[config.mk]
export PLATFORM = sky130hd
export DESIGN_NAME = plru_age_victim
export DESIGN_NICKNAME = d
export VERILOG_FILES = /design/src/rtl/plru_age_pkg.sv /design/src/rtl/plru_age_cell.sv /design/src/rtl/plru_age_vector.sv /design/src/rtl/plru_victim_chain.sv /design/src/rtl/plru_age_victim.sv
export SDC_FILE = /design/constraint.sdc
export NUM_CORES = 1
export LEC_CHECK = 0
export ABC_AREA = 1
export BUFFER_PORTS_ARGS = -buffer_cell sky130_fd_sc_hd__buf_2
export CAP_MARGIN = 10
export CORE_AREA = 2 2 39 41
export DETAILED_ROUTE_END_ITERATION = 10
export DIE_AREA = 0 0 41 43
export GPL_ROUTABILITY_DRIVEN = 0
export HOLD_SLACK_MARGIN = 0.1
export PLACE_DENSITY_LB_ADDON = 0.05
export SLEW_MARGIN = 15
export SYNTH_ARGS = -nofsm -noshare
export SYNTH_HDL_FRONTEND = slang
export SYNTH_SLANG_ARGS = --single-unit
[constraint.sdc]
create_clock -name clk -period 1.2 [get_ports clk]
set_input_delay 0.24 -clock clk [delete_from_list [all_inputs] [get_ports clk]]
set_output_delay 0.24 -clock clk [all_outputs]
set_load 0.05 [all_outputs]
[src/rtl/plru_age_pkg.sv]
package plru_age_pkg;
  // Width of a binary way index, never below one bit.
  function automatic int unsigned idx_width(input int unsigned ways);
    return (ways < 2) ? 1 : $clog2(ways);
  endfunction

  // Next value of a J/K set/clear element.
  function automatic logic jk_next(input logic j, input logic k, input logic q);
    return (j & ~q) | (~k & q);
  endfunction
endpackage

[src/rtl/plru_age_cell.sv]
module plru_age_cell
  import plru_age_pkg::*;
(
  input  logic clk,
  input  logic rst,
  input  logic set_en,
  input  logic clr_en,
  output logic q
);
  always_ff @(posedge clk) begin
    if (rst) q <= 1'b0;
    else     q <= jk_next(set_en, clr_en, q);
  end
endmodule

[src/rtl/plru_age_vector.sv]
module plru_age_vector #(
  parameter int unsigned WAYS = 8
) (
  input  logic            clk,
  input  logic            rst,
  input  logic            hit,
  output logic [WAYS-1:0] age
);
  localparam int unsigned TOP = WAYS - 1;

  logic [WAYS-1:0] set_en;
  logic [WAYS-1:0] clr_en;

  for (genvar n = 0; n < WAYS; n++) begin : g_cell
    if (n == 0) begin : g_first
      assign set_en[n] = hit;
      assign clr_en[n] = hit & age[TOP];
    end else if (n == TOP) begin : g_top
      assign set_en[n] = hit & age[n-1];
      assign clr_en[n] = hit;
    end else begin : g_mid
      assign set_en[n] = hit & age[n-1];
      assign clr_en[n] = hit & age[TOP];
    end
    plru_age_cell u_cell (
      .clk   (clk),
      .rst   (rst),
      .set_en(set_en[n]),
      .clr_en(clr_en[n]),
      .q     (age[n])
    );
  end
endmodule

[src/rtl/plru_victim_chain.sv]
module plru_victim_chain #(
  parameter int unsigned WAYS  = 8,
  parameter int unsigned IDX_W = 3
) (
  input  logic [WAYS-1:0]  age,
  output logic [WAYS-1:0]  sel_oh,
  output logic [IDX_W-1:0] sel_idx,
  output logic             all_set
);
  // below_full[n] is high when flags 0..n-1 are all set.
  logic [WAYS:0] below_full;
  assign below_full[0] = 1'b1;

  for (genvar n = 0; n < WAYS; n++) begin : g_link
    assign below_full[n+1] = below_full[n] & age[n];
    if (n == WAYS - 1) begin : g_last
      assign sel_oh[n] = below_full[n];
    end else begin : g_body
      assign sel_oh[n] = below_full[n] & ~age[n];
    end
  end

  assign all_set = below_full[WAYS];

  function automatic logic [IDX_W-1:0] encode(input logic [WAYS-1:0] oh);
    logic [IDX_W-1:0] r;
    r = '0;
    for (int i = 0; i < WAYS; i++) begin
      if (oh[i]) r = r | IDX_W'(i);
    end
    return r;
  endfunction

  assign sel_idx = encode(sel_oh);
endmodule

[src/rtl/plru_age_victim.sv]
module plru_age_victim
  import plru_age_pkg::*;
#(
  parameter int unsigned WAYS  = 8,
  localparam int unsigned IDX_W = idx_width(WAYS)
) (
  input  logic             clk,
  input  logic             rst,
  input  logic             hit,
  output logic [WAYS-1:0]  age_q,
  output logic [WAYS-1:0]  victim_oh,
  output logic [IDX_W-1:0] victim_idx
);
  logic all_set;

  plru_age_vector #(.WAYS(WAYS)) u_vec (
    .clk(clk),
    .rst(rst),
    .hit(hit),
    .age(age_q)
  );

  plru_victim_chain #(.WAYS(WAYS), .IDX_W(IDX_W)) u_chain (
    .age    (age_q),
    .sel_oh (victim_oh),
    .sel_idx(victim_idx),
    .all_set(all_set)
  );
endmodule

==> impl_summary.log <==
INFO  metric grt_pass1_vias = 439
INFO  metric path_clk_slew = 0.06 ns
INFO  metric reg2reg_from = u_vec.g_cell[0].u_cell.q
INFO  metric grt_usage = 17.8%
INFO  metric hp-start = rst
INFO  metric total_number_of_vias = 506
INFO  metric die-height = 43 um
INFO  metric antenna_found_initial = 0
INFO  metric worstSkewPairLatency = 0.25 ns
INFO  metric via_density = 4.60
INFO  metric layout_worst_path_cycle_share = 128%
INFO  metric max_slew.worst_pin.slew = 0.244 ns
INFO  metric final_cell_mix = sky130_fd_sc_hd__buf_8, sky130_fd_sc_hd__buf_6, sky130_fd_sc_hd__buf_4
INFO  metric setup-violations-final = 12
INFO  metric portBuffers = 21
INFO  metric syn-cell-area = 435 um^2
INFO  metric path_buf_inv = 1
INFO  metric drt_drc_violations_left = 0
INFO  metric first_pass_iters = 4
INFO  metric ctsHoldBuffers = 0
INFO  metric core = 1380 um^2
INFO  metric total_non_filler_cell_area_in_the_finished_layout = 943 um^2
INFO  metric layout-drive-gt1-share = 67.0%
INFO  metric synth_seq_cells = 8
INFO  metric status = complete, but fails checks
INFO  metric critical_path.startpoint = u_vec.g_cell[0].u_cell.q
INFO  metric number_of_nets_at_the_end_of_the_flow = 98
INFO  metric route.detailed.wl_per_inst = 11.8 um
INFO  metric failed_checks = negative setup slack
INFO  metric largest_reg_flops = 8
INFO  metric synth_area_per_cell = 7.02 um^2
INFO  metric worst_path_max_delay_cell = sky130_fd_sc_hd__dfxtp_2
INFO  metric clockBufferDepth = 2
INFO  metric period_needed = 1.54 ns
INFO  metric timing.final.hold_violations = 0
INFO  metric timing.critical_path.to_type = output pin
INFO  metric grt_start_max_net_pins = 11
INFO  metric timing.final.ws_setup = -0.338 ns
INFO  metric ant_nets = 0
INFO  metric die_w = 41 um
INFO  metric synthesis.nets = 65
INFO  metric achievable-frequency = 0.650 GHz
INFO  metric overflow = 0
INFO  metric floorplan.initialDensity = 31.5%
INFO  metric crit_path_frequent_cell = sky130_fd_sc_hd__nand3_4
INFO  metric fin_worst_skew = 0.00485 ns
INFO  metric utilization = 68.2%
INFO  metric worst-path-max-fanout = 3
INFO  metric area_growth_syn_to_layout = 117%
INFO  metric netlist-cell-type-count = 15
INFO  metric timing.critical_path.arrival = 1.30 ns
INFO  metric antenna_cells_inserted = 0
INFO  metric clock-sinks = 8
INFO  metric cp_cell_sequence = nand3_4 > nor2_4 > nand4_1 > nand3_4 > buf_8
INFO  metric crit_type = flip-flop to output pin
INFO  metric fillerInstances = 123
INFO  metric seqCellArea = 173 um^2
INFO  metric maximum_vdd_drop = 0.708 mV
INFO  metric placement_rows = 14
INFO  metric cts-htree-levels = 1
INFO  metric design.portCount = 22
INFO  metric unrepaired_setup_endpoints_after_global_routing = yes
INFO  metric routed_wirelength = 1300 um
INFO  metric die_area = 1760 um^2
INFO  metric ys.warnings.count = 0
INFO  metric setup.worst_path.start_class = flip-flop
INFO  metric crit_required = 0.96 ns
INFO  metric first_pass_grt_wire_length = 2010 um
INFO  metric maxCapViolCount = 0
INFO  metric critical_path.top_delay_family = simple AND/OR/NAND/NOR gates
INFO  metric cts_inserted_buffers = 3
INFO  metric seq_area_frac_synth = 36.8%
INFO  metric combined_area_of_the_multi_input_logic_cells = 288 um^2
INFO  metric detailed_place.area = 679 um^2
INFO  metric maxSlewHeadroom = 83.7%
INFO  metric initialDrtViolationCount = 4
INFO  metric register_with_the_most_flip_flops = u_vec.g_cell.u_cell.q
INFO  metric slew_violations = 0
INFO  metric p_per_area = 784 nW/um^2
INFO  metric root_buffer_master = sky130_fd_sc_hd__clkbuf_4
INFO  metric reg.largest.list = u_vec.g_cell.u_cell.q (8)
INFO  metric layout_commonest_cell = sky130_fd_sc_hd__buf_8
INFO  metric hpwlAfterDp = 888 um
INFO  metric synth_cells = 62
INFO  metric slowest_delay = 0.36 ns
INFO  metric tritoncts = yes
INFO  metric leakage_power = 0.390 nW
INFO  metric hold_class = input port to flip-flop
worst paths after layout:
kind / end / slack [ns] / cells after the start
max: victim_idx[0] / -0.34 / 5
min: u_vec.g_cell[4].u_cell.q / 0.21 / 2
max reg2reg: u_vec.g_cell[0].u_cell.q / 0.19 / 5
min reg2reg: u_vec.g_cell[0].u_cell.q / 0.50 / 1
cell usage after synthesis:
library cell	count	area, um^2
sky130_fd_sc_hd__a21oi_1	6	30.0
sky130_fd_sc_hd__a31oi_1	1	6.26
sky130_fd_sc_hd__buf_2	1	5.00
sky130_fd_sc_hd__buf_4	8	60.1
sky130_fd_sc_hd__dfxtp_1	8	160
sky130_fd_sc_hd__inv_1	7	26.3
sky130_fd_sc_hd__nand2_1	9	33.8
sky130_fd_sc_hd__nand3_1	4	20.0
sky130_fd_sc_hd__nand3_2	1	10.0
sky130_fd_sc_hd__nand3b_1	2	15.0
sky130_fd_sc_hd__nand4_1	2	12.5
sky130_fd_sc_hd__nor2_1	8	30.0
sky130_fd_sc_hd__nor2_2	1	6.26
sky130_fd_sc_hd__nor3_1	1	5.00
sky130_fd_sc_hd__o21ai_0	3	15.0
routing by layer:
layer	share of wire, %	global-route usage (%)
met2	53	26.6
met4	1.8	12.0
met1	40	20.6
met3	4.5	5.24
met5	0	0
through the flow:
step                std cells  hold WS [ns]  setup TNS [ns]  setup slack [ns]  power, mW
floorplan                  62         0.299           -1.93            -0.392      0.414
global placement          103         0.478          -0.767            -0.187      0.447
detailed placement        103         0.475          -0.850            -0.207      0.447
CTS                       107         0.204           -2.44            -0.335      0.709
global route              110         0.211           -3.23            -0.406      0.774
finish                    110         0.208           -2.56            -0.338      0.739
report_power, final:
group / total (mW) / switching (mW) / internal, mW
registers: 0.282 / 0.00914 / 0.273
logic: 0.226 / 0.131 / 0.0948
clock network: 0.232 / 0.104 / 0.128
kinds of logic (layout without fill, tap and decap cells):
family	Yosys count	after routing	share of synthesized area, %
simple gates	28	28	30.5
buf+inv	16	48	21.0
compound gates	10	10	11.8
flops	8	8	36.8
final cells by class:
| class | instances | share of cell area (%) |
|---|---|---|
| Tap cell | 16 | 2.12 |
| Multi-Input combinational cell | 38 | 30.5 |
| Clock buffer | 4 | 2.79 |
| Sequential cell | 8 | 18.3 |
| Inverter | 7 | 3.71 |
| Timing Repair Buffer | 37 | 42.6 |
repair_timing:
action                                  in CTS  in global routing
setup buffers                                0                  4
pin swaps                                    4                  2
endpoints found under the setup margin      18                 17
gates resized for setup                     49                 16
No activity file was read; power rests on OpenSTA's default activity.
